[config.mk]
export PLATFORM = sky130hd
export DESIGN_NAME = iar_responder
export DESIGN_NICKNAME = d
export VERILOG_FILES = /design/src/rtl/iar_pkg.sv /design/src/rtl/iar_request.sv /design/src/rtl/iar_decode.sv /design/src/rtl/iar_handshake.sv /design/src/rtl/iar_responder.sv
export SDC_FILE = /design/constraint.sdc
export NUM_CORES = 1
export LEC_CHECK = 0
export BUFFER_PORTS_ARGS = -buffer_cell sky130_fd_sc_hd__buf_2
export CORE_ASPECT_RATIO = 0.7
export CORE_MARGIN = 2
export CORE_UTILIZATION = 26
export CTS_BUF_LIST = sky130_fd_sc_hd__clkbuf_8
export DETAILED_ROUTE_END_ITERATION = 10
export GPL_TIMING_DRIVEN = 0
export MAX_ROUTING_LAYER = met4
export PLACE_DENSITY = 0.62
export SETUP_SLACK_MARGIN = 0.3
export SLEW_MARGIN = 20
export SYNTH_ARGS = -nofsm -noshare
export SYNTH_HDL_FRONTEND = slang
export SYNTH_SLANG_ARGS = --single-unit
[constraint.sdc]
create_clock -name clk -period 3 [get_ports clk]
set_input_delay 0.45 -clock clk [delete_from_list [all_inputs] [get_ports clk]]
set_output_delay 0.45 -clock clk [all_outputs]
set_load 0.005 [all_outputs]
[src/rtl/iar_pkg.sv]
package iar_pkg;
  localparam int unsigned NUM_LEVELS = 7;
  localparam int unsigned LVL_W      = 3;

  typedef enum logic [2:0] {
    ST_IDLE,
    ST_WAIT_DS,
    ST_DRIVE,
    ST_DTACK,
    ST_RELEASE,
    ST_WAIT_AS
  } ack_state_e;
endpackage

[src/rtl/iar_request.sv]
module iar_request (
  input  logic clk,
  input  logic rst_n,
  input  logic irq_set,
  input  logic ack_done,
  output logic req_pending
);
  always_ff @(posedge clk) begin
    if (!rst_n)        req_pending <= 1'b0;
    else if (irq_set)  req_pending <= 1'b1;
    else if (ack_done) req_pending <= 1'b0;
  end

  AST_CLEAR_ON_ACK: assert property (@(posedge clk) disable iff (!rst_n)
    (ack_done && !irq_set) |=> !req_pending);
  AST_SET_ON_PULSE: assert property (@(posedge clk) disable iff (!rst_n)
    irq_set |=> req_pending);
endmodule

[src/rtl/iar_decode.sv]
module iar_decode #(
  parameter int unsigned LVL_W = 3
) (
  input  logic [LVL_W-1:0] level_cfg,
  input  logic [LVL_W-1:0] addr_lvl,
  input  logic             as_n,
  input  logic             iack_n,
  input  logic             req_pending,
  output logic             hit
);
  logic lvl_ok;
  assign lvl_ok = (level_cfg != '0) && (addr_lvl == level_cfg);
  assign hit    = !as_n && !iack_n && lvl_ok && req_pending;
endmodule

[src/rtl/iar_handshake.sv]
module iar_handshake
  import iar_pkg::*;
#(
  parameter int unsigned DATA_W    = 8,
  parameter int unsigned DTACK_DLY = 2
) (
  input  logic              clk,
  input  logic              rst_n,
  input  logic              hit,
  input  logic              as_n,
  input  logic              ds0_n,
  input  logic [DATA_W-1:0] status_id,
  output logic [DATA_W-1:0] data_out,
  output logic              data_oe,
  output logic              dtack_n,
  output logic              ack_done
);
  localparam int unsigned CNT_W = $clog2(DTACK_DLY + 1);
  localparam logic [CNT_W-1:0] CNT_LAST = CNT_W'(DTACK_DLY - 1);

  ack_state_e        state_q, state_d;
  logic [CNT_W-1:0]  cnt_q;
  logic [DATA_W-1:0] byte_q;

  always_comb begin
    state_d = state_q;
    unique case (state_q)
      ST_IDLE:    if (hit) state_d = ST_WAIT_DS;
      ST_WAIT_DS: begin
        if (as_n)        state_d = ST_IDLE;
        else if (!ds0_n) state_d = ST_DRIVE;
      end
      ST_DRIVE:   if (cnt_q == CNT_LAST) state_d = ST_DTACK;
      ST_DTACK:   if (ds0_n) state_d = ST_RELEASE;
      ST_RELEASE: state_d = ST_WAIT_AS;
      ST_WAIT_AS: if (as_n) state_d = ST_IDLE;
      default:    state_d = ST_IDLE;
    endcase
  end

  always_ff @(posedge clk) begin
    if (!rst_n) begin
      state_q <= ST_IDLE;
      cnt_q   <= '0;
      byte_q  <= '0;
    end else begin
      state_q <= state_d;
      if (state_q == ST_DRIVE) cnt_q <= cnt_q + 1'b1;
      else                     cnt_q <= '0;
      if (state_q == ST_WAIT_DS && state_d == ST_DRIVE) byte_q <= status_id;
      else if (state_d == ST_RELEASE)                   byte_q <= '0;
    end
  end

  assign data_oe  = (state_q == ST_DRIVE) || (state_q == ST_DTACK);
  assign dtack_n  = !((state_q == ST_DTACK) || (state_q == ST_RELEASE));
  assign data_out = data_oe ? byte_q : '0;
  assign ack_done = (state_q == ST_DTACK) && ds0_n;

  initial begin
    AST_DLY_MIN: assert (DTACK_DLY >= 1);
  end

  AST_OE_AFTER_DS: assert property (@(posedge clk) disable iff (!rst_n)
    $rose(data_oe) |-> $past(!ds0_n));
  AST_DTACK_AFTER_DATA: assert property (@(posedge clk) disable iff (!rst_n)
    $fell(dtack_n) |-> (data_oe && $past(data_oe)));
  AST_DTACK_HOLD: assert property (@(posedge clk) disable iff (!rst_n)
    (!dtack_n && data_oe && !ds0_n) |=> (!dtack_n && data_oe));
  AST_RELEASE_ORDER: assert property (@(posedge clk) disable iff (!rst_n)
    $rose(dtack_n) |-> (!data_oe && $past(!data_oe)));
  AST_REARM: assert property (@(posedge clk) disable iff (!rst_n)
    (state_q == ST_WAIT_AS && !as_n) |=> (!data_oe && dtack_n));
endmodule

[src/rtl/iar_responder.sv]
module iar_responder
  import iar_pkg::*;
#(
  parameter int unsigned DATA_W    = 8,
  parameter int unsigned DTACK_DLY = 2
) (
  input  logic                  clk,
  input  logic                  rst_n,
  input  logic [LVL_W-1:0]      level_cfg,
  input  logic [DATA_W-1:0]     status_id,
  input  logic                  irq_set,
  input  logic                  as_n,
  input  logic                  iack_n,
  input  logic [LVL_W-1:0]      addr_lvl,
  input  logic                  ds0_n,
  output logic [NUM_LEVELS-1:0] irq_n,
  output logic [DATA_W-1:0]     data_out,
  output logic                  data_oe,
  output logic                  dtack_n
);
  logic req_pending, hit, ack_done;

  iar_request u_req (
    .clk(clk), .rst_n(rst_n), .irq_set(irq_set),
    .ack_done(ack_done), .req_pending(req_pending)
  );

  iar_decode #(.LVL_W(LVL_W)) u_dec (
    .level_cfg(level_cfg), .addr_lvl(addr_lvl), .as_n(as_n),
    .iack_n(iack_n), .req_pending(req_pending), .hit(hit)
  );

  iar_handshake #(.DATA_W(DATA_W), .DTACK_DLY(DTACK_DLY)) u_hs (
    .clk(clk), .rst_n(rst_n), .hit(hit), .as_n(as_n), .ds0_n(ds0_n),
    .status_id(status_id), .data_out(data_out), .data_oe(data_oe),
    .dtack_n(dtack_n), .ack_done(ack_done)
  );

  for (genvar i = 0; i < NUM_LEVELS; i++) begin : g_line
    assign irq_n[i] = !(req_pending && (level_cfg == LVL_W'(i + 1)));
  end

  AST_ONE_LINE: assert property (@(posedge clk) disable iff (!rst_n)
    $onehot0(~irq_n));
  AST_IDLE_RELEASED: assert property (@(posedge clk) disable iff (!rst_n)
    (iack_n && dtack_n && !data_oe) |=> !data_oe);
endmodule

**Word level (Yosys, flattened, before mapping)**

Index checks and enable logic that the tools add are counted.

- Register bits: 14
- Bits in latches: 0
- Bits in read-only memories: 0
- Logic and storage cells: 63
- Memories: 0
- RAM bits: 0

- Shift-type cells: 0
- Add/sub/neg operators: 1
- Div/mod/pow operators: 0
- Reductions and logical operators: 30
- $lt $le $gt $ge: 0
- Bitwise operators: 0
- Equality and inequality tests: 16
- Mux-type cells: 12
- $mul: 0

Operators by type and width:

| operator | count |
|---|---|
| two-way mux 8 bit | 3 |
| == test 3 bit (second input constant) | 7 |
| two-way mux 3 bit | 6 |
| one-hot mux 3 bit (6 select lines) | 1 |
| == test 3 x 2 -> 1 bit (second input constant) | 5 |
| logical AND 1 bit | 13 |
| zero test 1 bit | 10 |
| == test 3 x 1 -> 1 bit (second input constant) | 2 |
| nonzero test 2 bit | 2 |
| == test 3 bit | 1 |
| zero test 3 bit | 1 |
| nonzero test 3 bit | 1 |
| adder 2 x 1 -> 2 bit (second input constant) | 1 |
| == test 2 x 1 -> 1 bit (second input constant) | 1 |
| logical OR 1 bit | 2 |
| two-way mux 1 bit | 2 |
| AND reduction 2 bit | 1 |

**Logic depth before layout (Yosys ltp)**

- Depth in word-level cells: 9
- Depth in mapped cells: 7

**By module**

Synthesis repeated with hierarchy kept, for this count alone.

- Cell total of the unflattened synthesis: 96
- Area total of the unflattened synthesis: 849.6 um^2

By module, submodules not included:

| module | cells each | area each (um^2) | times used |
|---|---|---|---|
| iar_handshake | 77 | 680.7 | 1 |
| iar_responder | 7 | 66.3 | 1 |
| iar_decode | 9 | 61.3 | 1 |
| iar_request | 3 | 41.3 | 1 |

**Worst setup path before layout**

No wires, ideal clock.

- Path type: register -> output
- Start point: register u_hs.state_q[1]
- End point: output data_out[0]
- Setup slack: 1.384 ns
- Path buffers: 2
- Stages on the path, launching flop included: 5
- Required time: 2.550 ns
- Arrival time: 1.166 ns
- Path through: dfxtp_1 > clkbuf_1 > nor2b_1 > clkbuf_1 > and2_1

- Longest elaborated chain between the ends: 3
- Elaborated cells between the ends (all ways): 4
- Classes of those cells: 2 x eq/ne; 1 x mux; 1 x reduce/logical

RTL lines:

| what | line | source |
|---|---|---|
| start, declared | iar_handshake.sv:21 | `ack_state_e state_q, state_d;` |
| start signal, assigned | iar_handshake.sv:47 | `state_q <= state_d;` |
| == test 3 x 2 -> 1 bit | iar_handshake.sv:55 | `assign data_oe = (state_q == ST_DRIVE) \|\| (state_q == ST_DTACK);` |
| logical OR 1 bit (*) | iar_handshake.sv:55 |  |
| named net data_oe | iar_responder.sv:18 | `output logic data_oe,` |
| two-way mux 8 bit (*) | iar_handshake.sv:57 | `assign data_out = data_oe ? byte_q : '0;` |
| end, declared | iar_responder.sv:17 | `output logic [DATA_W-1:0] data_out,` |

The timed path passes the listed nets; every way through them passes the cells marked *.

**Final worst setup path**

- Start point: register u_hs.state_q[1]
- End point: output dtack_n

- Longest elaborated chain between the ends: 3
- Elaborated cells between the ends (all ways): 4
- Classes of those cells: 2 x eq/ne; 2 x reduce/logical

RTL lines:

| what | line | source |
|---|---|---|
| == test 3 x 2 -> 1 bit or == test 3 bit (tied branches) | iar_handshake.sv:56 | `assign dtack_n = !((state_q == ST_DTACK) \|\| (state_q == ST_RELEASE));` |
| logical OR 1 bit (*) | iar_handshake.sv:56 |  |
| zero test 1 bit (*) | iar_handshake.sv:56 |  |
| end, declared | iar_responder.sv:19 | `output logic dtack_n` |

Mark *: on every way between the ends. The rest lies on a longest branch, timed or not.

==> run_results.csv <==
group,metric,value,unit
status,outcome,"finished, final reports clean",
cts,cts.clk_slew.worst_paths,0.06,ns
die,core.rowCount,16,
worst_setup_path,cp_num_buf_inv,3,
grt,grt_max_degree,11,
drt,drt_iter0_drc,19,
worst_setup_path,path_max_fanout,10,
drt,dr.pass1.iters,4,
layout,postLayoutCellArea,1080,sq um
drt,routed_wirelength,2.13,mm
grt,grt_pass1_wl,3.56,mm
placed_design,place_ws,0.995,ns
die,num_io_pins,37,
grt,grt.total_usage,13.0,%
synthesis,synth-edff-count,0,
drt,routedWlPerCell,12.1,um
min_path,holdCritPathClass,"in2reg",
drt,antenna_left,0,
worst_setup_path,critPathMaxStageDelay,0.33,ns
cts,clock-sinks,14,
timing,finalSetupViolCount,0,
worst_setup_path,cp_data_required_time,2.55,ns
die,die_h,50.5,um
timing,post-route-min-period,2.22,ns
cts,htree_levels,1,
layout,post-route-util,37.9,%
die,die_w,70.5,um
power,pwr-share-clk,44.6,%
cts,clockBufferDepth,2,
synthesis,seq_area_frac_synth,34.8,%
grt,grt_overflow,0,
drt,drc,0,
timing,fmax,450,MHz
layout,final_common_cell,"buf_2",
synthesis,synth_cells,100,
power,swShare,22.0,%
cts,hold_buffers,0,
worst_setup_path,cp_top_family,"buffers and inverters",
timing,tightest_slew,0.617,ns
layout,final_cells,176,
power,p_int,322,uW
cts,clock_latency,0.25,ns
drt,vias,879,
layout,syn_to_final_growth,34.8,%
flow_run,maxCapViolCount,0,
timing,final.period_utilization,74.1,%
timing,tns,0,ns
synthesis,yosysUniqueCellTypes,29,
power,peakVddDrop,0.000196,V
placed_design,place_area,1030,sq um
synthesis,ys.flop_type,"dfxtp_1",
synthesis,netlist_area,805,sq um
power,p_per_area,381,nW/um^2
synthesis,syn-num-nets,121,
timing,max_slew_margin,58.6,%
worst_setup_path,cpMostUsedCell,"clkbuf_1",
placed_design,gp_congestion,0.728,
layout,drive_gt1_share,32.9,%
cts,post_cts_buffers,0,
worst_setup_path,slowest_stage,"nor2b_1",
power,power_switching,90.9,uW
placed_design,placedCellCount,172,
timing,drv_slew,0,
layout,diodes,0,
placed_design,hpwl,1.67,mm
die,die_area,3560,sq um
layout,layout_common_cells,"37 x buf_2, 14 x dfxtp_1, 13 x nand2_1, 13 x a21oi_1",
timing,rsz0062_at_grt,"false",
drt,vias_per_cell,4.99,
power,pwr-share-comb,9.6,%
grt,grt_pass1_vias,788,
power,power.leakage,0.000423,uW
worst_setup_path,reg2reg_slack,1.14,ns
worst_setup_path,cp.arrival,1.77,ns
synthesis,yosysWarnings,0,
layout,layout.nets,162,
synthesis,ys_async_sr_fraction,0,%
grt,antenna_found_initial,0,
placed_design,port_buffers,36,
cts,cts.repair.resized,0,
timing,finalHoldViolations,0,
die,start_util,28.1,%
timing,skew,0.00452,ns
power,p_seq_share,45.8,%
worst_setup_path,crit_type,"reg2out",
cts,cts_tree,"done",
worst_setup_path,end_kind,"output pin",
die,core,2860,sq um
worst_setup_path,worstPathCellList,"clkbuf_1 > nor2b_1 > clkbuf_1 > mux2i_1 > buf_2",
synthesis,syn_area_per_cell,8.05,sq um
timing,fin_ws,0.777,ns
cts,root_buffer,"clkbuf_8",
cts,cts-buffers-inserted,3,
synthesis,synth-seq-cells,14,
worst_setup_path,worstSetupStartpointType,"flip-flop",
cell type report:
type / instances / area, sq um
tap: 36 / 45.0
inverter: 4 / 15.0
clock buffer: 4 / 55.1
timing repair buffer: 36 / 180
multi-input combinational: 77 / 482
buffer: 5 / 27.5
fill: 312 / 1780
sequential: 14 / 280
per-stage QoR:
| step | hold WS (ns) | total power, uW |
|---|---|---|
| after floorplan | 0.398 | 208 |
| after global placement | 0.408 | 232 |
| after detailed placement | 0.421 | 232 |
| after CTS | 0.415 | 416 |
| after global routing | 0.411 | 430 |
| final | 0.420 | 413 |
power groups by stage:
stage	sequential, uW	combinational, uW	clock, uW
floorplan	192	15.7	0
global placement	193	38.6	0
detailed placement	193	39.4	0
CTS	189	39.8	188
global route	189	44.3	196
finish	189	39.8	184
Yosys cell counts (all sizes together), types with 3 or more instances:
| cell | instances | area [sq um] |
|---|---|---|
| dfxtp | 14 | 280 |
| a21oi | 13 | 65.1 |
| nand2 | 13 | 48.8 |
| a311oi | 8 | 70.1 |
| and2 | 8 | 50.1 |
| nand3 | 6 | 30.0 |
| nor2 | 5 | 18.8 |
| nor2b | 5 | 31.3 |
| inv | 4 | 15.0 |
| clkbuf | 3 | 11.3 |
final timing paths:
kind,startpoint,endpoint,cells after the start
worst max-delay path,u_hs.state_q[1]$_SDFF_PN0_,dtack_n,5
worst min-delay path,irq_set,u_req.req_pending$_SDFFE_PN0P_,3
worst max register to register,u_hs.state_q[1]$_SDFF_PN0_,u_hs.byte_q[3]$_SDFFE_PN0P_,5
worst min register to register,u_hs.cnt_q[0]$_SDFF_PN0_,u_hs.cnt_q[0]$_SDFF_PN0_,1
registers in the layout, summed over array words and instances (netlist names):
signal             count
u_hs.byte_q            8
u_hs.state_q           3
u_hs.cnt_q             2
u_req.req_pending      1
worst reg2reg max path, stage by stage, from the launching register on:
cell and delay (ns):
dfxtp_1 0.30, clkbuf_1 0.26, nor2b_1 0.33, a21oi_1 0.12, o21ai_1 0.50, a311oi_1 0.20
kinds of logic (layout without fill, tap and decap cells):
| kind of cell | after synthesis | in the layout | share of synthesized area, % |
|---|---|---|---|
| mux | 1 | 1 | 1.24 |
| xor+xnor | 2 | 2 | 2.18 |
| simple gates | 46 | 46 | 32.7 |
| buf+inv | 9 | 49 | 5.29 |
| fa+ha+maj | 1 | 1 | 1.55 |
| flops | 14 | 14 | 34.8 |
| compound gates | 27 | 27 | 22.2 |
metal layers:
metal	wire length (um)	GRT usage [%]	up-vias
met4	0	1.92	0
met5	0	-	-
li1	-	-	442
met2	940	20.8	27
met1	1060	15.9	410
met3	133	5.02	0
No activity file was read; power rests on OpenSTA's default activity.
